[src/rtl/sram_ctrl_pkg.sv]
// Shared types and helpers for the byte-lane SRAM controller.
// Assumes: integer picosecond timing parameters.
package sram_ctrl_pkg;

    // Access sequencer states.
    typedef enum logic [2:0] {
        ST_IDLE,
        ST_W_ACT,
        ST_W_HOLD,
        ST_R_GAP,
        ST_R_ACT,
        ST_DONE
    } seq_state_t;

    // Ceiling division used to size the strobe window.
    function automatic int unsigned ceil_div(input int unsigned num, input int unsigned den);
        return (num + den - 1) / den;
    endfunction

endpackage

[src/rtl/sram_wait_timer.sv]
// Down-counter that times the strobe window of one access.
// A load sets it to WAIT_CYC-1. Each tick then counts down toward zero,
// and done is high at zero, so a window spans WAIT_CYC cycles.
// Assumes: WAIT_CYC >= 1.
module sram_wait_timer #(
    parameter int WAIT_CYC = 9
) (
    input  logic clk,
    input  logic rst_n,
    input  logic load,
    input  logic tick,
    output logic done
);
    localparam int CNT_W = (WAIT_CYC > 1) ? $clog2(WAIT_CYC) : 1;
    localparam logic [CNT_W-1:0] START = CNT_W'(WAIT_CYC - 1);

    logic [CNT_W-1:0] cnt_q;

    // Load the window length, or count down while the window runs.
    always_ff @(posedge clk) begin
        if (!rst_n)
            cnt_q <= '0;
        else if (load)
            cnt_q <= START;
        else if (tick && cnt_q != '0)
            cnt_q <= cnt_q - 1'b1;
    end

    assign done = (cnt_q == '0);

    // The counter never leaves its programmed range.
    p_cnt_range_r10: assert property (@(posedge clk) disable iff (!rst_n)
        cnt_q <= START);
endmodule

[src/rtl/sram_lane_mux.sv]
// Per-lane byte enables and read-data masking.
// A lane whose mask bit is set gets its active-low enable while the chip is
// selected. Read data of lanes that are not enabled is forced to zero.
// Assumes: lane 0 is the low-order lane.
module sram_lane_mux #(
    parameter int LANES  = 2,
    parameter int LANE_W = 8
) (
    input  logic [LANES-1:0]        mask,
    input  logic                    active,
    input  logic [LANES*LANE_W-1:0] rd_raw,
    output logic [LANES-1:0]        be_n,
    output logic [LANES*LANE_W-1:0] rd_masked
);
    for (genvar l = 0; l < LANES; l++) begin : g_lane
        // Enable one lane while the access is active and its mask bit is set.
        assign be_n[l] = !(active && mask[l]);
        // Pass this lane's read byte, or zero when the lane is not selected.
        assign rd_masked[l*LANE_W +: LANE_W] = mask[l] ? rd_raw[l*LANE_W +: LANE_W] : '0;
    end
endmodule

[src/rtl/sram_seq_fsm.sv]
// Access sequencer. It walks a request through the strobe phases and
// decodes the pin-level controls from its registered state.
// Write: active window, then one hold cycle with write enable high.
// Read: one turnaround cycle, then the output-enable window.
// Mask 00 goes straight to completion.
// Assumes: the wait timer is loaded when a window starts.
module sram_seq_fsm
    import sram_ctrl_pkg::*;
(
    input  logic       clk,
    input  logic       rst_n,
    input  logic       req,
    input  logic       req_wr,
    input  logic       mask_zero,
    input  logic       timer_done,
    output seq_state_t state,
    output logic       accept,
    output logic       timer_load,
    output logic       timer_tick,
    output logic       capture,
    output logic       sel,
    output logic       we_act,
    output logic       oe_act,
    output logic       dq_drive,
    output logic       rdy
);
    seq_state_t state_q, state_d;

    // Next-state and timer control.
    always_comb begin
        state_d    = state_q;
        timer_load = 1'b0;
        unique case (state_q)
            ST_IDLE: begin
                if (req) begin
                    if (mask_zero) begin
                        state_d = ST_DONE;
                    end else if (req_wr) begin
                        state_d    = ST_W_ACT;
                        timer_load = 1'b1;
                    end else begin
                        state_d = ST_R_GAP;
                    end
                end
            end
            ST_W_ACT:  if (timer_done) state_d = ST_W_HOLD;
            ST_W_HOLD: state_d = ST_DONE;
            ST_R_GAP: begin
                state_d    = ST_R_ACT;
                timer_load = 1'b1;
            end
            ST_R_ACT:  if (timer_done) state_d = ST_DONE;
            ST_DONE:   state_d = ST_IDLE;
            default:   state_d = ST_IDLE;
        endcase
    end

    // State register.
    always_ff @(posedge clk) begin
        if (!rst_n) state_q <= ST_IDLE;
        else        state_q <= state_d;
    end

    // Pin-level controls decoded from the current state.
    always_comb begin
        sel      = (state_q == ST_W_ACT) || (state_q == ST_W_HOLD) ||
                   (state_q == ST_R_GAP) || (state_q == ST_R_ACT);
        we_act   = (state_q == ST_W_ACT);
        oe_act   = (state_q == ST_R_ACT);
        dq_drive = (state_q == ST_W_ACT) || (state_q == ST_W_HOLD);
        rdy      = (state_q == ST_DONE);
    end

    assign state      = state_q;
    assign accept     = (state_q == ST_IDLE) && req;
    assign timer_tick = (state_q == ST_W_ACT) || (state_q == ST_R_ACT);
    assign capture    = (state_q == ST_R_ACT) && timer_done;

    // Ready lasts exactly one cycle.
    p_ready_single_r8: assert property (@(posedge clk) disable iff (!rst_n)
        rdy |=> !rdy);
    // An empty mask skips every strobe phase.
    p_mask_zero_skip_r7: assert property (@(posedge clk) disable iff (!rst_n)
        (state_q == ST_IDLE && req && mask_zero) |=> (state_q == ST_DONE));
    // A request seen while busy does not restart the sequence.
    p_busy_ignore_r9: assert property (@(posedge clk) disable iff (!rst_n)
        (state_q == ST_W_ACT && !timer_done) |=> (state_q == ST_W_ACT));
endmodule

[src/rtl/sram_byte_ctrl.sv]
// Top of the byte-lane asynchronous SRAM controller.
// It latches a request when idle, runs the sequencer and wait timer,
// and drives the memory pins and the split data bus (out, drive, in).
// Assumes: CLK_PS is the clock period and TCYC_PS the memory cycle, both in ps.
module sram_byte_ctrl
    import sram_ctrl_pkg::*;
#(
    parameter int ADDR_W  = 19,
    parameter int LANES   = 2,
    parameter int LANE_W  = 8,
    parameter int CLK_PS  = 5000,
    parameter int TCYC_PS = 45000
) (
    input  logic                    clk,
    input  logic                    rst_n,
    input  logic                    req,
    input  logic                    req_wr,
    input  logic [ADDR_W-1:0]       req_addr,
    input  logic [LANES*LANE_W-1:0] req_wdata,
    input  logic [LANES-1:0]        req_mask,
    output logic                    rdy,
    output logic [LANES*LANE_W-1:0] rd_data,
    output logic [ADDR_W-1:0]       mem_addr,
    output logic                    mem_ce_n,
    output logic                    mem_ce2,
    output logic                    mem_we_n,
    output logic                    mem_oe_n,
    output logic                    mem_ub_n,
    output logic                    mem_lb_n,
    output logic [LANES*LANE_W-1:0] mem_dq_out,
    output logic                    mem_dq_drive,
    input  logic [LANES*LANE_W-1:0] mem_dq_in
);
    localparam int DATA_W   = LANES * LANE_W;
    localparam int WAIT_CYC = int'(ceil_div(CLK_PS > 0 ? TCYC_PS : 1, CLK_PS > 0 ? CLK_PS : 1));

    seq_state_t          state;
    logic                accept, t_load, t_tick, t_done, capture;
    logic                sel, we_act, oe_act, dq_drive;
    logic [ADDR_W-1:0]   addr_q;
    logic [DATA_W-1:0]   wdata_q, rdata_q, rd_masked;
    logic [LANES-1:0]    mask_q, be_n;
    logic                wr_q;

    // Request capture: address, direction, data and mask are held for the access.
    always_ff @(posedge clk) begin
        if (!rst_n) begin
            addr_q  <= '0;
            wdata_q <= '0;
            mask_q  <= '0;
            wr_q    <= 1'b0;
        end else if (accept) begin
            addr_q  <= req_addr;
            wdata_q <= req_wdata;
            mask_q  <= req_mask;
            wr_q    <= req_wr;
        end
    end

    // Read data register, loaded at the last cycle of the output-enable window.
    always_ff @(posedge clk) begin
        if (!rst_n)       rdata_q <= '0;
        else if (capture) rdata_q <= rd_masked;
    end

    sram_seq_fsm u_fsm (
        .clk        (clk),
        .rst_n      (rst_n),
        .req        (req),
        .req_wr     (req_wr),
        .mask_zero  (req_mask == '0),
        .timer_done (t_done),
        .state      (state),
        .accept     (accept),
        .timer_load (t_load),
        .timer_tick (t_tick),
        .capture    (capture),
        .sel        (sel),
        .we_act     (we_act),
        .oe_act     (oe_act),
        .dq_drive   (dq_drive),
        .rdy        (rdy)
    );

    sram_wait_timer #(.WAIT_CYC(WAIT_CYC)) u_timer (
        .clk   (clk),
        .rst_n (rst_n),
        .load  (t_load),
        .tick  (t_tick),
        .done  (t_done)
    );

    sram_lane_mux #(.LANES(LANES), .LANE_W(LANE_W)) u_lanes (
        .mask      (mask_q),
        .active    (sel),
        .rd_raw    (mem_dq_in),
        .be_n      (be_n),
        .rd_masked (rd_masked)
    );

    assign rd_data      = rdata_q;
    assign mem_addr     = addr_q;
    assign mem_ce_n     = !sel;
    assign mem_ce2      = sel;
    assign mem_we_n     = !we_act;
    assign mem_oe_n     = !oe_act;
    assign mem_lb_n     = be_n[0];
    assign mem_ub_n     = be_n[LANES-1];
    assign mem_dq_out   = wdata_q;
    assign mem_dq_drive = dq_drive && wr_q;

    // Idle pins leave the memory deselected and quiet.
    p_idle_quiet_r1: assert property (@(posedge clk) disable iff (!rst_n)
        mem_ce_n |-> (mem_we_n && mem_oe_n && !mem_dq_drive && !mem_ce2));
    // Address and lane enables stay put while the chip is selected.
    p_addr_stable_r3: assert property (@(posedge clk) disable iff (!rst_n)
        (!mem_ce_n && $past(!mem_ce_n)) |-> ($stable(mem_addr) && $stable(mem_ub_n) && $stable(mem_lb_n)));
    // Write enable is released while the chip is still selected.
    p_we_release_r3: assert property (@(posedge clk) disable iff (!rst_n)
        $rose(mem_we_n) |-> !mem_ce_n);
    // A floating, selected cycle precedes output enable.
    p_turnaround_r4: assert property (@(posedge clk) disable iff (!rst_n)
        $fell(mem_oe_n) |-> $past(!mem_dq_drive && !mem_ce_n));
    // The bus is never driven while the memory may drive it.
    p_no_contention_r6: assert property (@(posedge clk) disable iff (!rst_n)
        !(mem_dq_drive && !mem_oe_n));
endmodule

[config.mk]
export PLATFORM = sky130hd
export DESIGN_NAME = sram_byte_ctrl
export DESIGN_NICKNAME = d
export VERILOG_FILES = /design/src/rtl/sram_ctrl_pkg.sv /design/src/rtl/sram_wait_timer.sv /design/src/rtl/sram_lane_mux.sv /design/src/rtl/sram_seq_fsm.sv /design/src/rtl/sram_byte_ctrl.sv
export SDC_FILE = /design/constraint.sdc
export NUM_CORES = 1
export LEC_CHECK = 0
export BUFFER_PORTS_ARGS = -buffer_cell sky130_fd_sc_hd__buf_2
export CAP_MARGIN = 20
export CORE_MARGIN = 5
export CORE_UTILIZATION = 38
export DETAILED_ROUTE_END_ITERATION = 6
export PLACE_DENSITY_LB_ADDON = 0.1
export SYNTH_ARGS = -nofsm -noshare
export SYNTH_HDL_FRONTEND = slang
export SYNTH_SLANG_ARGS = --single-unit
export TNS_END_PERCENT = 30
[constraint.sdc]
create_clock -name clk -period 3 [get_ports clk]
set_input_delay 0.9 -clock clk [delete_from_list [all_inputs] [get_ports clk]]
set_output_delay 0.9 -clock clk [all_outputs]
set_load 0.05 [all_outputs]
---- Yosys cells after proc, flatten, opt, wreduce, memory -nomap -nowiden ----
Cells that the tools add are included.
operators by class
  add/subtract/negate cells ............... 1
  eq/ne operators ......................... 8
  mux-type cells .......................... 14
  bitwise logic cells ..................... 1
  reductions and logical operators ........ 22
operator list
  kind                   count
  $mux W8                2
  $pmux W3 S5            1
  $mux W3                4
  $mux W4                2
  $eq A3 B2 Y1 const B   2
  $eq A3 B3 Y1 const B   2
  $logic_and A1 B1 Y1    6
  $logic_not A1 Y1       5
  $logic_not A4 Y1       1
  $logic_or A1 B1 Y1     4
  $ne A2 B1 Y1 const B   2
  $reduce_bool A4 Y1     1
  $sub A4 B1 Y4 const B  1
  $eq A3 B1 Y1 const B   1
  $logic_not A3 Y1       1
  $mux W1                3
  $reduce_and A3 Y1      1
  $logic_not A2 Y1       1
  $mux W2                1
  $ne A2 B2 Y1 const B   1
  $pmux W1 S2            1
  $reduce_bool A2 Y1     1
  $reduce_or A2 Y1       1
  $not A1 Y1             1
word-level totals
  bits in registers ....................... 61
  input bits .............................. 57
  output and inout bits ................... 59

---- Longest topological paths before layout ----
Gate-level depths: netlist of run 1.
  depth after elaboration ................. 6
  mapped depth ............................ 8
  depth with buffers taken out ............ 6

---- Hierarchy ----
Synthesis of run 1 repeated with hierarchy kept, for this count alone.
unflattened totals
  cell total of the unflattened synthesis .. 252
  area total of the unflattened synthesis .. 2651.3 sq um
by module, submodules not included
  module           times used  cells an instance  area each (sq um)
  sram_byte_ctrl   1           178                2077.0
  sram_seq_fsm     1           31                 260.2
  sram_wait_timer  1           25                 206.4
  sram_lane_mux    1           18                 107.6

---- Worst setup path after synthesis of run 1 ----
Ideal clock, no wire load.
  path type ............................... flip-flop to output port
  from .................................... register u_fsm.state_q[2] (netlist: u_fsm.state[2])
  to ...................................... output mem_lb_n
  data arrival time ....................... 2.178 ns
  data required time ...................... 2.100 ns
  setup slack ............................. -0.078 ns
  cell stages (with the launch flop) ...... 5
  path buffers ............................ 2
  cell sequence ........................... dfxtp_1 buf_2 clkbuf_1 xnor2_1 nand2_1
on the way
  longest elaborated chain between the ends .. 6
ends and longest elaborated chain
  item                                                 line                  RTL
  start: declaration                                   sram_seq_fsm.sv:27    seq_state_t state_q, state_d;
  start signal: assignment                             sram_seq_fsm.sv:61    else state_q <= state_d;
  $eq A3 B1 Y1 / $eq A3 B2 Y1 (equally long branches)  sram_seq_fsm.sv:66    sel = (state_q == ST_W_ACT) || (state_q == ST_W_HOLD) ||
  $logic_or A1 B1 Y1 (2 in a row)                      sram_seq_fsm.sv:66
  $logic_or A1 B1 Y1 (*)                               sram_seq_fsm.sv:67    (state_q == ST_R_GAP) || (state_q == ST_R_ACT);
  via mem_ce2                                          sram_byte_ctrl.sv:25  output logic mem_ce2,
  $logic_and A1 B1 Y1 (*)                              sram_lane_mux.sv:17   assign be_n[l] = !(active && mask[l]);
  $logic_not A1 Y1 (*)                                 sram_lane_mux.sv:17
  end: declaration                                     sram_byte_ctrl.sv:29  output logic mem_lb_n,
Mark *: on every way through the listed nets, which the timed path passes. The rest lies on a longest branch.

---- Worst setup path in the final report of run 1 ----
  from .................................... register u_fsm.state_q[1] (netlist: u_fsm.state[1])
  to ...................................... output mem_ub_n
on the way
  longest elaborated chain between the ends .. 6
ends and longest elaborated chain
  item                                                 line                  RTL
  $eq A3 B1 Y1 / $eq A3 B2 Y1 (equally long branches)  sram_seq_fsm.sv:66
  $logic_or A1 B1 Y1 (2 in a row)                      sram_seq_fsm.sv:66
  $logic_or A1 B1 Y1 (*)                               sram_seq_fsm.sv:67
  $logic_and A1 B1 Y1 (*)                              sram_lane_mux.sv:17
  $logic_not A1 Y1 (*)                                 sram_lane_mux.sv:17
  end: declaration                                     sram_byte_ctrl.sv:28  output logic mem_ub_n,
Every way passes the cells marked *; elsewhere a longest branch is shown, timed or not.

==> results of run 1 <==
## report_power, final
group          switching, W  internal (W)
sequential         0.000130      0.000939
combinational      0.000888      0.000360
clock              0.000303      0.000404
total               0.00132       0.00170
## logic make-up after synthesis
| logic type | Yosys count |
|---|---|
| flip-flops | 61 |
| AO/OA/AOI/OAI | 66 |
| XOR/XNOR | 5 |
| adder cells (fa/ha/maj) | 1 |
| buffers and inverters | 26 |
| AND/OR/NAND/NOR | 139 |
| multiplexers | 1 |
## registers in the layout, indices dropped and copies added, names as in the netlist
register	count
mem_dq_out	16
u_fsm.state	3
rd_data	16
u_timer.cnt_q	4
mask_q	2
wr_q	1
mem_addr	19
## final cells by class
class                      instances  area [µm²]
fill                             701        3349
multi-input combinational        212        1231
sequential                        61        1221
timing repair buffer             120       613.1
clock buffer                      12       145.1
tap                               80       100.1
clock inverter                     4       47.55
inverter                           3       11.26
## critical path, cell delays in order, from the launching register on
cell     delay, ns
dfxtp_1       0.63
nor2_2        0.16
xnor2_2       0.19
nand2_1       0.10
buf_2         0.26
## layer usage
layer / part of all wire, % / up-vias / global-route usage (%) / routed length (µm)
met4: 1.2 / 2 / 5.322 / 79
met2: 44 / 77 / 23.99 / 2825
li1: - / 1203 / - / -
met1: 44 / 1046 / 18.21 / 2878
met3: 11 / 9 / 8.123 / 702
met5: 0.14 / - / 0 / 9
## worst min-delay path by stage
| stage | startpoint | end | slack, ns | cells past startpoint |
|---|---|---|---|---|
| finish | mem_addr[1] | mem_addr[1] | 0.45 | 2 |
| global route | rd_data[8] | rd_data[8] | 0.47 | 2 |
| global placement | mem_addr[1] | mem_addr[1] | 0.44 | 2 |
| floorplan | wr_q | wr_q | 0.43 | 2 |
| detailed placement | mem_addr[1] | mem_addr[1] | 0.44 | 2 |
| CTS | mem_addr[1] | mem_addr[1] | 0.45 | 2 |
## cells in the mapped netlist, drive strengths merged, types with 2 or more instances
library cell,number
nor3,3
dfxtp,61
o21a,2
nor3b,4
nand3b,2
a21boi,55
buf,13
xnor2,4
o21ai,3
clkbuf,10
a21oi,3
nor2,7
nand2,98
nand3,17
inv,3
## per-stage QoR
step,cell area (µm²),hold slack [ns],power [W],worst slack (ns)
3_3_place_gp,3177,0.4372,0.002341,0.7878
2_1_floorplan,2599,0.4302,0.002085,0.2690
3_5_place_dp,3177,0.4430,0.002356,0.7546
4_1_cts,3369,0.4526,0.003078,0.3836
5_1_grt,3369,0.4727,0.003224,0.2499
6_report,3369,0.4540,0.003024,0.4194
==> out/metrics.yaml, run 1 <==
stdcell_count: 492
arrival_ns: 1.68
synth.largest_area_cell: "dfxtp_1"
worstPathRequired_ns: 2.10
nets: 465
seq_area_frac_synth_pct: 47.13
max_freq_mhz: 387.5
async_flop_share_pct: 0
cts_tree: "yes"
io_buffers: 115
fin_util_pct: 50.15
hold_buffers: 0
gp_congestion: 0.7274
clk_latency_ns: 0.33
firstDrtPassIters: 4
synth-compound-area-share_pct: 20.09
h-tree-depth: 3
synth_fp_nets: 357
grt_max_degree: 40
numCtsBuffers: 9
maxCapViolations: 0
groute.usage.overall_pct: 15.45
via_per_inst: 4.750
synth-simple-area-share_pct: 24.24
reg2reg_setup_slack_ns: 1.10
design.core.area_mm2: 0.006719
die_x_um: 92.58
syn_inst: 299
ant_nets: 0
ys_types: 37
die_area_mm2: 0.008570
vias: 2337
synth_top_area_share_pct: 47.13
synth.cell_area_mm2: 0.002591
cts_buffer_depth: 2
layout_common_cells: "buf_2 (115), nand2_1 (98), dfxtp_1 (61)"
grt_pass1_vias: 2192
num_antenna_cells: 0
period_needed_ns: 2.581
fin_skew_ns: 0.005796
ios: 116
p_leak_nw: 1.487
synth_mux_area_share_pct: 0.3863
drtIter0Drc: 70
rsz0062_at_grt: "no"
cts_sinks: 61
final_common_cell: "buf_2"
hold_viol_final: 0
status: "finished clean"
synthAdderAreaFrac_pct: 0.4829
crit_start: "u_fsm.state[1]"
cts_root_buf: "clkbuf_8"
initial_utilization_pct: 38.57
cts_resized: 0
die_height_um: 92.58
place_inst: 476
critPathMaxFanout: 12
rr_worst_depth: 6
routedWlPerCell_um: 13.20
drive_gt1_share_pct: 36.65
syn_area_per_cell_um2: 8.666
powerDensity_mw_per_mm2: 897.5
grt_pass1_wl_um: 10500
crit_type: "register to output pin"
synth_top_family_by_area: "simple AND/OR/NAND/NOR gates"
setup-violations-final: 0
drc: 0
hold_path.class: "register to register"
timing.rr.start: "u_timer.cnt_q[0]"
ys.flop_type: "dfxtp_1"
synthXorXnorAreaFrac_pct: 1.690
synth_edf_count: 0
worstMarginPinSlew_ns: 0.6921
crit_path_start_kind: "register"
relSlewSlack_pct: 53.80
drv_slew: 0
ys_ff_latch: 61
antenna_found_initial: 1
ys_warn_count: 0
post_cts_buffers: 0
rows: 30
timing.setup.tns_ns: 0
ir_worst_vdd_mv: 0.4113
layout-area-overhead-vs-synth_pct: 30.03
synth_area_leaders: "dfxtp_1 (47%), nand2_1 (14%), a21boi_0 (12%)"
r2r-end: "rd_data[2]"
crit_path_end_kind: "output pin"
cts.clk_slew.worst_paths_ns: 0.07
grt_overflow_total: 0
worstSetupEndpoint: "mem_ub_n"
totalWireLength_um: 6494
place_hpwl_um: 4621
finalCritPeriodShare_pct: 86.02
Note: power is estimated with default switching activity, not from simulation.
==> inputs of run 2 (changes only) <==
--- a/config.mk
+++ b/config.mk
@@ -7,7 +7,6 @@
 export LEC_CHECK = 0
 export BUFFER_PORTS_ARGS = -buffer_cell sky130_fd_sc_hd__buf_2
 export CAP_MARGIN = 20
-export CORE_MARGIN = 5
 export CORE_UTILIZATION = 38
 export DETAILED_ROUTE_END_ITERATION = 6
 export PLACE_DENSITY_LB_ADDON = 0.1
==> out/metrics.yaml, run 2 (same netlist as run 1, synthesis figures left out) <==
status: "finished, violations left"
violations: "DRC"
ios: 116
ant_nets: 0
drv_slew: 0
ir_worst_vdd_mv: 0.3935
num_antenna_cells: 0
timing.setup.tns_ns: 0
firstDrtPassIters: 7
cts_buffer_depth: 2
die_height_um: 84.58
critPathTopFamily: "flip-flops"
cts_sinks: 61
period_needed_ns: 2.615
relSlewSlack_pct: 54.54
powerDensity_mw_per_mm2: 899.3
nets: 465
post_cts_buffers: 0
maxCapViolations: 0
hold_buffers: 0
antenna_found_initial: 0
cts_tree: "yes"
rsz0062_at_grt: "no"
p_leak_nw: 1.493
h-tree-depth: 3
setup-violations-final: 0
groute.usage.overall_pct: 17.58
drive_gt1_share_pct: 36.89
cts_resized: 0
routedWlPerCell_um: 12.42
final_common_cell: "buf_2"
clk_latency_ns: 0.33
place_hpwl_um: 4184
grt_pass1_vias: 2116
cts_root_buf: "clkbuf_8"
totalWireLength_um: 6073
crit_path_start_kind: "register"
arrival_ns: 1.71
fin_skew_ns: 0.009698
setup_slack_ns: 0.3850
numCtsBuffers: 9
design.core.area_mm2: 0.006459
grt_max_degree: 38
grt_pass1_wl_um: 9901
largest_reg_flops: 19
drc: 9
vias: 2337
max_freq_mhz: 382.4
critPathMaxFanout: 12
gp_congestion: 0.7724
hold_path.class: "register to register"
crit_path_end_kind: "output pin"
finalCritPeriodShare_pct: 87.17
layout-area-overhead-vs-synth_pct: 29.84
grt_overflow_total: 0
rows: 29
worst_path_max_delay_cell: "dfxtp_1"
crit_type: "register to output pin"
critPathMaxStageDelay_ns: 0.63
via_per_inst: 4.779
layout_common_cells: "buf_2 (115), nand2_1 (98), dfxtp_1 (61)"
cts.clk_slew.worst_paths_ns: 0.06
worstMarginPinSlew_ns: 0.6799
drtIter0Drc: 62
io_buffers: 115
crit_chain: "nor2_2, xnor2_2, buf_2"
reg2reg_setup_slack_ns: 1.14
critPathBufInv: 1
initial_utilization_pct: 40.12
hold_viol_final: 0
die_x_um: 84.58
worstPathRequired_ns: 2.10
die_area_mm2: 0.007153
pre_cts_ws_ns: 0.7319
==> run 2: changes by cell type in the layout (fill, tap and decap cells not counted), sizes merged <==
cell / delta
clkbuf: -1
clkinv: +2
clkinvlp: -1
==> run 2: final cells by class <==
| class | instances | area [µm²] |
|---|---|---|
| inverter | 3 | 11.26 |
| tap | 77 | 96.34 |
| clock buffer | 11 | 141.4 |
| sequential | 61 | 1221 |
| multi-input combinational | 212 | 1231 |
| fill | 668 | 3094 |
| timing repair buffer | 120 | 613.1 |
| clock inverter | 5 | 50.05 |
==> run 2: layer usage <==
layer / share of wire, % / wire length [µm] / vias up / track usage [%]
met3: 6.5 / 395 / 7 / 5.703
met2: 48 / 2892 / 62 / 29.49
met1: 45 / 2718 / 1061 / 21.24
li1: - / - / 1207 / -
met5: 0 / 0 / - / 0
met4: 1.1 / 66 / 0 / 6.009
==> run 2: where the power goes <==
group / leakage (nW) / switching [W] / total [W] / internal (W)
sequential: 0.498 / 0.000126 / 0.00107 / 0.000939
clock: 0.103 / 0.000312 / 0.000713 / 0.000401
combinational: 0.893 / 0.000889 / 0.00125 / 0.000359
==> run 2: stage by stage <==
stage | util [%] | cell area (µm²) | hold slack (ns) | cells | total power (W)
6_report | 52.09 | 3364 | 0.4526 | 489 | 0.003026
4_1_cts | 52.09 | 3364 | 0.4534 | 489 | 0.003069
2_1_floorplan | - | 2599 | 0.4302 | 299 | 0.002085
5_1_grt | 52.09 | 3364 | 0.4722 | 489 | 0.003213
3_3_place_gp | 49.13 | 3173 | 0.4416 | 473 | 0.002330
3_5_place_dp | 49.13 | 3173 | 0.4447 | 473 | 0.002345
==> run 2: final timing paths <==
kind / startpoint / end / cells after the start
hold / removal: rd_data[14] / rd_data[14] / 2
hold reg to reg: rd_data[14] / rd_data[14] / 2
setup reg to reg: u_timer.cnt_q[0] / rd_data[5] / 6
setup / recovery: u_fsm.state[1] / mem_ce2 / 3
==> run 2: tightest hold or removal path, cell delays in order (launching register included) <==
cell and delay, ns:
dfxtp_1 0.30, nand2_1 0.06, a21boi_2 0.04
